### config.mk
export PLATFORM = sky130hd
export DESIGN_NAME = gspwm_core
export DESIGN_NICKNAME = d
export VERILOG_FILES = /design/src/rtl/gspwm_pkg.sv /design/src/rtl/gspwm_seq.sv /design/src/rtl/gspwm_chan.sv /design/src/rtl/gspwm_fault.sv /design/src/rtl/gspwm_core.sv
export SDC_FILE = /design/constraint.sdc
export NUM_CORES = 1
export LEC_CHECK = 0
export BUFFER_PORTS_ARGS = -buffer_cell sky130_fd_sc_hd__buf_2
export CAP_MARGIN = 20
export CORE_MARGIN = 10
export CORE_UTILIZATION = 57
export CTS_CLUSTER_DIAMETER = 150
export DETAILED_ROUTE_END_ITERATION = 16
export PLACE_DENSITY = 0.79
export SKIP_CTS_REPAIR_TIMING = 1
export SYNTH_ARGS = -nofsm -noshare
export SYNTH_HDL_FRONTEND = slang
export SYNTH_HIERARCHICAL = 1
export SYNTH_SLANG_ARGS = --single-unit
### constraint.sdc
create_clock -name clk -period 7 [get_ports clk]
set_input_delay 0.35 -clock clk [delete_from_list [all_inputs] [get_ports clk]]
set_output_delay 0.35 -clock clk [all_outputs]
set_load 0.02 [all_outputs]
### src/rtl/gspwm_pkg.sv
package gspwm_pkg;
    typedef enum logic [1:0] {
        S_BLANKED   = 2'd0,
        S_RUNNING   = 2'd1,
        S_EXHAUSTED = 2'd2
    } gs_state_e;
endpackage

### src/rtl/gspwm_seq.sv
module gspwm_seq
    import gspwm_pkg::*;
#(
    parameter int GSW = 12
) (
    input  logic           clk,
    input  logic           rst_n,
    input  logic           blank,
    input  logic           gs_step,
    output logic [GSW-1:0] cnt,
    output logic           run,
    output logic           load
);
    localparam logic [GSW-1:0] CNT_MAX = '1;

    gs_state_e st, st_nxt;

    // state register
    always_ff @(posedge clk or negedge rst_n) begin
        if (!rst_n) st <= S_BLANKED;
        else        st <= st_nxt;
    end

    always_comb begin
        st_nxt = st;
        unique case (st)
            S_BLANKED:   st_nxt = blank ? S_BLANKED : S_RUNNING;
            S_RUNNING: begin
                if (blank)                           st_nxt = S_BLANKED;
                else if (gs_step && cnt == CNT_MAX)  st_nxt = S_EXHAUSTED;
            end
            S_EXHAUSTED: st_nxt = blank ? S_BLANKED : S_EXHAUSTED;
            default:     st_nxt = S_BLANKED;
        endcase
    end

    // shared grayscale counter
    always_ff @(posedge clk or negedge rst_n) begin
        if (!rst_n)                                          cnt <= '0;
        else if (blank)                                      cnt <= '0;
        else if (st == S_RUNNING && gs_step && cnt != CNT_MAX) cnt <= cnt + 1'b1;
    end

    // outputs
    always_comb begin
        run  = (st == S_RUNNING);
        load = (st == S_BLANKED);
    end


    blank_clr_chk: assert property (@(posedge clk) disable iff (!rst_n)
        blank |=> (cnt == '0 && st == S_BLANKED));

    step_ignored_chk: assert property (@(posedge clk) disable iff (!rst_n)
        (st == S_BLANKED) |=> (cnt == '0));

    cnt_hold_chk: assert property (@(posedge clk) disable iff (!rst_n)
        (st == S_EXHAUSTED && !blank) |=> ($stable(cnt) && st == S_EXHAUSTED));
endmodule

### src/rtl/gspwm_chan.sv
module gspwm_chan #(
    parameter int GSW = 12,
    parameter int IDX = 0
) (
    input  logic           clk,
    input  logic           rst_n,
    input  logic           blank,
    input  logic           load,
    input  logic           run,
    input  logic [GSW-1:0] cnt,
    input  logic [GSW-1:0] level,
    output logic           pwm
);
    localparam int PW = IDX + 1;

    logic [GSW-1:0] shadow;
    logic [PW-1:0]  pipe;
    logic           raw;

    always_ff @(posedge clk or negedge rst_n) begin
        if (!rst_n)    shadow <= '0;
        else if (load) shadow <= level;
    end

    always_comb raw = run && (cnt < shadow);

    generate
        if (IDX == 0) begin : g_first
            always_ff @(posedge clk or negedge rst_n) begin
                if (!rst_n)     pipe <= '0;
                else if (blank) pipe <= '0;
                else            pipe <= raw;
            end
        end else begin : g_later
            always_ff @(posedge clk or negedge rst_n) begin
                if (!rst_n)     pipe <= '0;
                else if (blank) pipe <= '0;
                else            pipe <= {pipe[PW-2:0], raw};
            end
        end
    endgenerate

    always_comb pwm = pipe[PW-1];


    blank_off_chk: assert property (@(posedge clk) disable iff (!rst_n)
        blank |=> !pwm);

    shadow_hold_chk: assert property (@(posedge clk) disable iff (!rst_n)
        !load |=> $stable(shadow));
endmodule

### src/rtl/gspwm_fault.sv
module gspwm_fault #(
    parameter int CH = 16
) (
    input  logic          clk,
    input  logic          rst_n,
    input  logic [CH-1:0] open_load,
    input  logic [CH-1:0] pwm,
    input  logic          thermal,
    output logic          err_n
);
    logic cause;

    always_comb cause = thermal || (|(open_load & pwm));

    always_ff @(posedge clk or negedge rst_n) begin
        if (!rst_n) err_n <= 1'b1;
        else        err_n <= !cause;
    end


    therm_err_chk: assert property (@(posedge clk) disable iff (!rst_n)
        thermal |=> !err_n);

    err_cause_chk: assert property (@(posedge clk) disable iff (!rst_n)
        $fell(err_n) |-> $past(thermal || (|(open_load & pwm))));
endmodule

### src/rtl/gspwm_core.sv
module gspwm_core #(
    parameter int CH  = 16,
    parameter int GSW = 12
) (
    input  logic              clk,
    input  logic              rst_n,
    input  logic              blank,
    input  logic              gs_step,
    input  logic [CH*GSW-1:0] gs_level,
    input  logic [CH-1:0]     open_load,
    input  logic              thermal,
    output logic [CH-1:0]     pwm_en,
    output logic              err_n
);
    logic [GSW-1:0] cnt;
    logic           run;
    logic           load;

    gspwm_seq #(.GSW(GSW)) u_seq (
        .clk     (clk),
        .rst_n   (rst_n),
        .blank   (blank),
        .gs_step (gs_step),
        .cnt     (cnt),
        .run     (run),
        .load    (load)
    );

    generate
        for (genvar k = 0; k < CH; k++) begin : g_ch
            gspwm_chan #(.GSW(GSW), .IDX(k)) u_ch (
                .clk   (clk),
                .rst_n (rst_n),
                .blank (blank),
                .load  (load),
                .run   (run),
                .cnt   (cnt),
                .level (gs_level[k*GSW +: GSW]),
                .pwm   (pwm_en[k])
            );
        end
    endgenerate

    gspwm_fault #(.CH(CH)) u_fault (
        .clk       (clk),
        .rst_n     (rst_n),
        .open_load (open_load),
        .pwm       (pwm_en),
        .thermal   (thermal),
        .err_n     (err_n)
    );
endmodule

=== Word-level counts from Yosys, hierarchy flattened ===
Cells that the tools add are included.
Widths: inputs -> output; s select.

* Logic and storage cells: 105
* Input port bits: 213
* Bits in registers: 343
* Output and inout port bits: 17

* Eq/ne operators: 5
* Bitwise logic cells: 1
* Mux-type cells: 23
* Reductions and logical operators: 24
* Magnitude comparators: 16
* $add $sub $neg: 1

{| class="wikitable"
|+ Operators by type and width
! cell !! count
|-
| $lt 12x12->1 || 16
|-
| $mux 12 || 3
|-
| $logic_and 1x1->1 || 19
|-
| $and 16x16->16 || 1
|-
| $mux 16 || 1
|-
| $reduce_or 16->1 || 1
|-
| $mux 15 || 1
|-
| $mux 14 || 1
|-
| $mux 13 || 1
|-
| $add 12x1->12 const B || 1
|-
| $eq 12x12->1 const B || 1
|-
| $ne 12x12->1 const B || 1
|-
| $mux 11 || 1
|-
| $mux 10 || 1
|-
| $mux 9 || 1
|-
| $mux 2 || 4
|-
| $mux 8 || 1
|-
| $mux 7 || 1
|-
| $mux 6 || 1
|-
| $pmux 2 s3 || 1
|-
| $mux 5 || 1
|-
| $mux 4 || 1
|-
| $mux 3 || 1
|-
| $ne 3x3->1 const B || 1
|-
| other kinds (7) || 8
|}

=== Longest topological paths before layout ===
Gate-level depths: netlist of the first run.

* Depth after elaboration: 5
* Depth in mapped cells: 6
* Mapped depth without buffers: 6

=== By module ===
The synthesis of the first run kept the hierarchy.

{| class="wikitable"
|+ Modules (own cells, without submodules)
! module !! cells each !! sequential area each (um^2) !! instances !! area an instance (um^2)
|-
| gspwm_chan at g_ch[15].u_ch || 107 || 700.7 || 1 || 1211.2
|-
| gspwm_chan at g_ch[13].u_ch || 103 || 650.6 || 1 || 1156.1
|-
| gspwm_chan at g_ch[14].u_ch || 105 || 675.6 || 1 || 1156.1
|-
| gspwm_chan at g_ch[12].u_ch || 103 || 625.6 || 1 || 1119.8
|-
| gspwm_chan at g_ch[11].u_ch || 99 || 600.6 || 1 || 1086.0
|-
| gspwm_chan at g_ch[10].u_ch || 97 || 575.6 || 1 || 1053.5
|-
| gspwm_chan at g_ch[9].u_ch || 94 || 550.5 || 1 || 1018.5
|-
| gspwm_chan at g_ch[8].u_ch || 94 || 525.5 || 1 || 998.5
|-
| gspwm_chan at g_ch[7].u_ch || 92 || 500.5 || 1 || 954.7
|-
| gspwm_chan at g_ch[6].u_ch || 90 || 475.5 || 1 || 932.1
|-
| gspwm_chan at g_ch[5].u_ch || 88 || 450.4 || 1 || 892.1
|-
| gspwm_chan at g_ch[4].u_ch || 84 || 425.4 || 1 || 862.1
|-
| gspwm_seq || 81 || 350.3 || 1 || 813.3
|-
| gspwm_chan at g_ch[3].u_ch || 82 || 400.4 || 1 || 808.3
|-
| +4 rows || n/a || n/a || n/a || n/a
|}

=== Worst setup path before layout of the first run ===
Ideal clock, no wire load.

* Path type: register -> register
* From: reg u_seq.st[0]
* To: reg g_ch[0].u_ch.shadow[1]
* Data required time: 6.869 ns
* Setup slack: 4.520 ns
* Data arrival time: 2.349 ns
* Stages on the path, launching flop included: 5
* Clock period less this slack: 2.480 ns
* Setup time: 0.131 ns
* Buffers on the path: 1
* Cell sequence: dfrtp_1 -> inv_1 -> ha_1 -> buf_2 -> o21ai_0

* Longest elaborated chain between the ends: 1

{| class="wikitable"
|+ Ends and longest elaborated chain
! what !! line !! source
|-
| start: declaration || gspwm_seq.sv:16 || <nowiki>gs_state_e st, st_nxt;</nowiki>
|-
| start signal: assignment || gspwm_seq.sv:21 || <nowiki>else st <= st_nxt;</nowiki>
|-
| $logic_not 2->1 || gspwm_seq.sv:47 || <nowiki>load = (st == S_BLANKED);</nowiki>
|-
| via load || gspwm_core.sv:17 || <nowiki>logic load;</nowiki>
|-
| end signal: assignment || gspwm_chan.sv:22 || <nowiki>else if (load) shadow <= level;</nowiki>
|-
| end: declaration || gspwm_chan.sv:16 || <nowiki>logic [GSW-1:0] shadow;</nowiki>
|}

The timed path passes the listed nets, and every way through them passes these cells.
A chain may end at the register's enable or synchronous reset.

=== Final worst setup path of the first run ===
* From: reg u_seq.st[1]
* To: reg u_seq.cnt[9]

* Longest elaborated chain between the ends: 4

{| class="wikitable"
|+ Ends and longest elaborated chain
! what !! line !! source
|-
| $eq 2x1->1 || n/a ||
|-
| via run || gspwm_core.sv:16 || <nowiki>logic run;</nowiki>
|-
| $logic_and 1x1->1 (2 in series) || gspwm_seq.sv:41 || <nowiki>else if (st == S_RUNNING && gs_step && cnt != CNT_MAX) cnt <= cnt + 1'b1;</nowiki>
|-
| $reduce_bool 2->1 (no source line) || n/a ||
|-
| end signal: assignment || gspwm_seq.sv:41 ||
|-
| end: declaration || gspwm_seq.sv:10 || <nowiki>output logic [GSW-1:0] cnt,</nowiki>
|}

The timed path passes the listed nets, and every way through them passes these cells.

==> run_results.csv, run 1 <==
group,metric,value,unit
critical_path,r2r_end,"u_seq/cnt[9]$_DFFE_PN0P_",
clock_network,root_buffer,"clkbuf_16",
yosys,synth_nets,1957,
critical_path,worst_ep_arrival_time,2.93,ns
critical_path,rrSetupSlack,4.51,ns
route,wire_per_inst,17.59,µm
die,ios,230,
global_routing,grt_pass1_wl,63850,µm
pwr,p_switching,2.468,mW
timing,rsz0062_at_grt,"false",
clock_network,cts_buffer_depth,3,
critical_path,worst-setup-path-type,"reg2reg",
pwr,pwr-share-clk,0.288,
outcome,outcome,"completed",
yosys,ys_ff_latch,343,
die,start_util,0.5756,
clock_network,numCtsBuffers,37,
final_layout,fin_nets,2207,
place,place_hpwl,26650,µm
timing,slew_violations,0,
route,drtPass1Iterations,5,
route,drt_iter0_drc,751,
timing,finalCritPeriodShare,0.3563,
die,die_w,190.0,µm
timing,final-setup-viol-count,0,
timing,finalHoldViolCount,0,
global_routing,grt_overflow,0,
yosys,avgSynthCellArea,10.54,µm²
yosys,synth_largest_area_cell,"dfrtp_1",
yosys,async_reset_ff_frac,1.000,
critical_path,cp-start-kind,"register",
global_routing,grt.total_usage,0.2169,
yosys,synth_enable_flop_cells,0,
yosys,ys_warn_count,6,
route,vias,11970,
global_routing,antenna_found_initial,3,
worst_hold_path,min_path_type,"in2reg",
die,die-area,36110,µm²
pwr,power_density,368.8,nW/µm²
yosys,synth.area.top_cells,"dfrtp_1, ha_1, o21ai_0, nand2_1, inv_1",
timing,skew,0.01695,ns
clock_network,clock-sinks,343,
route,drc,0,
die,fp.dieH,190.0,µm
timing,slew_headroom,0.3006,
critical_path,path_max_fanout,12,
die,rows,62,
yosys,synth_cell_type_count,60,
yosys,synthCells,1564,
pwr,intPower,4.714,mW
timing,fin_setup_tns,0,ns
timing,worstMarginPinSlew,1.049,ns
yosys,synthFlopType,"dfrtp_1",
pwr,p_leak,10.26,nW
critical_path,rr_worst_depth,7,
pwr,max-vdd-ir-drop,533.6,µV
global_routing,grt_pass1_vias,12666,
route,ant_nets,0,
critical_path,end_kind,"register",
route,viasPerCell,5.368,
pwr,seqPwrFrac,0.387,
final_layout,fillers,2187,
critical_path,cp.required,7.43,ns
global_routing,grt_max_degree,261,
yosys,synth_top_area_frac,0.5194,
critical_path,startpoint,"u_seq/st[1]$_DFFE_PN0P_",
final_layout,drive_gt1_frac,0.2046,
clock_network,insertion_delay,0.52,ns
timing,clock.fmax,400.9,MHz
job,cap_violations,0,
clock_network,clk_pin_slew,0.06,ns
pwr,switching_share,0.3437,
final_layout,fin_util,0.6804,
final_layout,synthToLayoutAreaGrowth,18.20,%
clock_network,htree_levels,2,
die,core-area,28630,µm²
place,gp_congestion,0.8337,
critical_path,cp-endpoint,"u_seq/cnt[9]$_DFFE_PN0P_",
route,routed_wl,39230,µm
pwr,pwr-share-comb,0.325,
yosys,syn-cell-area,16480,µm²
clock_network,cts_tree,"built",
place,numPortBuffers,229,
critical_path,r2r-start,"u_seq/st[1]$_DFFE_PN0P_",
yosys,synth_seq_area_share,0.5210,
timing,fin_crit,2.494,ns
==> placed cells by master (no fill, tap or decap), types with 6 or more instances in the layout <==
cell       Yosys  final
o21ai_0      175    175
a211oi_1      20     20
nand2_1      215    215
inv_1        182    182
nor2_1        23     23
a21oi_1       50     50
and4_1         6      6
a21boi_0       9      9
nand4_1       14     14
o211ai_2       9      9
nand3_1       20     20
o211ai_1      16     16
ha_1         180    179
o21ai_1       16     16
buf_2         16    227
nor3b_2       11     11
nor2b_1      109    109
mux2_2        16     16
a22oi_1        6      6
and2b_1       12     12
a21oi_4        9      9
clkbuf_16      0     39
a21oi_2        6      6
clkbuf_8       0      8
clkbuf_1      23      9
dfrtp_1      342    342
buf_4          0     16
==> cell families after synthesis <==
kind of cell	synth area share
AO/OA/AOI/OAI	0.1370
XOR/XNOR	0.001063
adder cells (fa/ha/maj)	0.1367
buffers and inverters	0.05156
flip-flops	0.5210
multiplexers	0.01283
AND/OR/NAND/NOR	0.1399
==> critical path: stages, from the launching register on <==
cell and delay [ns]:
dfrtp_1 0.40, inv_1 0.12, ha_1 0.47, buf_4 0.32, and4_1 0.26, nand2_2 0.10
or4_1 0.53, a21oi_1 0.19
==> layout make-up <==
class                           count  area, µm²  area share
Inverter                          182      683.2     0.03508
Clock buffer                       56       1120     0.05750
Timing Repair Buffer              250       1353     0.06945
Sequential cell                   343       8584      0.4408
Tap cell                          384      480.5     0.02467
Antenna cell                        3      7.507   0.0003855
Clock inverter                     12      192.7    0.009893
Multi-Input combinational cell   1000       7056      0.3623
==> power by group through the flow <==
stage / combinational (mW) / clock, mW / sequential [mW]
global route: 2.68 / 2.20 / 2.83
global placement: 2.19 / 0 / 2.79
floorplan: 1.70 / 0 / 2.76
CTS: 2.34 / 2.10 / 2.78
finish: 2.33 / 2.07 / 2.78
detailed placement: 2.30 / 0 / 2.81
==> worst min path at each step <==
stage	from	end	slack (ns)	depth (start not counted)
finish	gs_level[124]	g_ch[10].u_ch/shadow[4]$_DFFE_PN0P_	0.04	3
global route	gs_level[161]	g_ch[13].u_ch/shadow[5]$_DFFE_PN0P_	0.03	3
CTS	rst_n	g_ch[15].u_ch/pipe[7]$_DFF_PN0_	-0.10	1
detailed placement	g_ch[14].u_ch/pipe[14]$_DFF_PN0_	u_fault/err_n$_DFF_PN1_	0.42	1
global placement	g_ch[14].u_ch/pipe[14]$_DFF_PN0_	u_fault/err_n$_DFF_PN1_	0.41	1
floorplan	rst_n	g_ch[0].u_ch/pwm$_DFF_PN0_	0.05	0
==> routing by layer <==
| metal | up-vias | part of all wire | global-route usage |
|---|---|---|---|
| met5 | - | 0.00033 | 0 |
| met4 | 2 | 0.022 | 0.05922 |
| met3 | 62 | 0.063 | 0.04742 |
| met2 | 356 | 0.50 | 0.3740 |
| met1 | 5756 | 0.42 | 0.2692 |
| li1 | 5794 | - | - |
==> cells in the mapped netlist, drive strengths merged, types with 3 or more instances <==
cell type / number
dfrtp: 342
nand2: 216
o21ai: 191
inv: 182
ha: 180
nor2b: 109
a21oi: 65
o211ai: 25
a211oi: 24
clkbuf: 23
nor2: 23
nand3: 21
mux2: 17
nand4: 17
buf: 16
nor3b: 16
a21boi: 14
and2b: 12
and4: 9
a22oi: 6
and3: 6
o21a: 5
o21bai: 5
a31oi: 4
o2111ai: 4
a21o: 3
nor3: 3
nor4: 3
o311ai: 3
==> sequential cells by signal (all words and copies together) (netlist names) <==
name / count
u_seq/cnt: 12
g_ch.u_ch/shadow: 192
g_ch.u_ch/pwm: 1
u_seq/st: 2
g_ch.u_ch/pipe: 135
u_fault/err_n: 1
==> metrics by stage <==
stage                     cells  area [µm²]  hold slack [ns]  worst slack, ns  power [mW]
after floorplan            1564       16480          0.05441            4.520       4.462
after global placement     2156       18130           0.4106            4.639       4.984
after detailed placement   2156       18130           0.4210            4.560       5.113
after CTS                  2224       19440          -0.1028            4.544       7.222
after global routing       2228       19470          0.02958            4.400       7.716
final                      2230       19480          0.03687            4.506       7.182
(Power assumes the default switching activity.)
==> inputs of run 2 (changes only) <==
==> constraint.sdc (replaced) <==
create_clock -name clk -period 2.43 [get_ports clk]
set_input_delay 0.1215 -clock clk [delete_from_list [all_inputs] [get_ports clk]]
set_output_delay 0.1215 -clock clk [all_outputs]
set_load 0.02 [all_outputs]
==> run_results.csv, run 2 (synthesis gave the netlist of run 1 again) <==
group,metric,value,unit
timing,worstMarginPinSlew,0.7665,ns
final_layout,drive_gt1_frac,0.2014,
route,routed_wl,50100,µm
critical_path,worst_ep_arrival_time,2.38,ns
timing,clock.fmax,493.7,MHz
worst_hold_path,hold_end,"u_seq/cnt[0]$_DFFE_PN0P_",
place,pre_cts_slack,0.5505,ns
critical_path,cp-start-kind,"register",
critical_path,cp_slowest_cell,"dfrtp_1",
pwr,switching_share,0.3653,
route,drtPass1Iterations,7,
final_layout,fin_nets,2435,
timing,final.setup.worst_slack,0.4047,ns
worst_hold_path,min_path_type,"in2reg",
timing,final-setup-viol-count,0,
route,ant_nets,0,
route,vias,13826,
clock_network,clk_pin_slew,0.06,ns
route,drt_iter0_drc,1056,
critical_path,startpoint,"u_seq/cnt[1]$_DFFE_PN0P_",
pwr,p_switching,8.008,mW
timing,skew,0.03227,ns
final_layout,fillers,1739,
timing,finalCritPeriodShare,0.8335,
global_routing,grt_pass1_vias,13001,
final_layout,synthToLayoutAreaGrowth,32.12,%
final_layout,largest_registers,"g_ch.u_ch/shadow x192, g_ch.u_ch/pipe x135, u_seq/cnt x12",
pwr,seqPwrFrac,0.370,
critical_path,rr_worst_depth,5,
clock_network,insertion_delay,0.53,ns
pwr,pwr-share-clk,0.266,
die,fp.dieH,190.0,µm
clock_network,cts_tree,"built",
job,cap_violations,0,
critical_path,end_kind,"register",
global_routing,antenna_found_initial,2,
clock_network,clock-sinks,343,
timing,fin_setup_tns,0,ns
die,rows,62,
worst_hold_path,min_from,"gs_step",
timing,slew_violations,0,
pwr,pwr-share-comb,0.364,
route,wire_per_inst,20.40,µm
critical_path,rrSetupSlack,0.40,ns
critical_path,r2r_end,"g_ch[0].u_ch/pwm$_DFF_PN0_",
final_layout,multi_input_area,7056,µm²
die,die_w,190.0,µm
final_layout,regArea,8584,µm²
clock_network,numCtsBuffers,37,
global_routing,grt_overflow,0,
critical_path,cp.required,2.78,ns
final_layout,largest_reg_flops,192,
clock_network,htree_levels,2,
pwr,p_leak,11.27,nW
critical_path,r2r-start,"u_seq/cnt[1]$_DFFE_PN0P_",
place,numPortBuffers,229,
route,viasPerCell,5.629,
final_layout,final_common_cell,"dfrtp_1",
die,die-area,36110,µm²
critical_path,max_stage_delay,0.55,ns
timing,finalHoldViolCount,0,
global_routing,grt_pass1_wl,66650,µm
place,gp_congestion,0.8439,
critical_path,worst-setup-path-type,"reg2reg",
die,core-area,28630,µm²
final_layout,final_cell_mix,"dfrtp_1, buf_2, nand2_1",
place,place_hpwl,29550,µm
timing,fin_crit,2.025,ns
route,drc,0,
global_routing,grt.total_usage,0.2284,
pwr,power_density,1007,nW/µm²
pwr,max-vdd-ir-drop,710.5,µV
worst_hold_path,hold_depth,4,
pwr,intPower,13.92,mW
critical_path,path_max_fanout,8,
clock_network,cts_buffer_depth,3,
clock_network,root_buffer,"clkbuf_16",
final_layout,top_register,"g_ch.u_ch/shadow",
timing,slew_headroom,0.4890,
die,ios,230,
critical_path,crit_chain,"buf_4, ha_1, o211ai_2, o211ai_1, a211oi_1",
die,start_util,0.5756,
outcome,outcome,"completed",
timing,rsz0062_at_grt,"false",
global_routing,grt_max_degree,93,
[run 2: layout make-up]
type | instances | share of cell area
Antenna cell | 2 | 0.0002299
Clock buffer | 53 | 0.05081
Clock inverter | 14 | 0.007357
Inverter | 182 | 0.03138
Multi-Input combinational cell | 1000 | 0.3241
Sequential cell | 343 | 0.3943
Tap cell | 384 | 0.02207
Timing Repair Buffer | 478 | 0.1697
[run 2: power by group through the flow]
stage | clock network [mW] | registers, mW | logic [mW]
floorplan | 0 | 7.96 | 4.85
global placement | 0 | 8.04 | 6.84
detailed placement | 0 | 8.11 | 7.18
CTS | 5.84 | 8.03 | 7.31
global route | 6.13 | 8.24 | 8.83
finish | 5.84 | 8.10 | 7.99
[run 2: stage by stage]
stage	std cells	cell area (µm²)	utilization	hold slack (ns)	power, mW
floorplan	1564	16480	-	-0.1741	12.82
global placement	2192	18550	0.6479	0.2083	14.88
detailed placement	2192	18550	0.6479	0.2157	15.29
CTS	2259	19810	0.6922	-0.3221	21.17
global route	2456	21770	0.7605	0.1132	23.20
finish	2456	21770	0.7605	0.09111	21.92
[run 2: worst max-delay path by stage]
stage	endpoint	slack, ns
CTS	u_seq/st[1]$_DFFE_PN0P_	0.54
global placement	u_seq/cnt[1]$_DFFE_PN0P_	0.57
floorplan	u_seq/cnt[1]$_DFFE_PN0P_	0.43
global route	g_ch[0].u_ch/pwm$_DFF_PN0_	0.39
finish	g_ch[0].u_ch/pwm$_DFF_PN0_	0.40
detailed placement	u_seq/st[1]$_DFFE_PN0P_	0.55
[run 2: worst max-delay path: cells and delay by family (launching register included)]
family          cells  cell delay (ns)
flops               1             0.55
compound gates      3             0.79
buf+inv             1             0.26
fa+ha+maj           1             0.26
[run 2: per-layer routing]
layer	vias up	share of wire	wire, µm	GRT usage
li1	6251	-	-	-
met1	6667	0.38	19230	0.2849
met2	723	0.50	25110	0.3905
met3	185	0.070	3518	0.04632
met4	0	0.045	2238	0.07234
met5	-	0	0	0
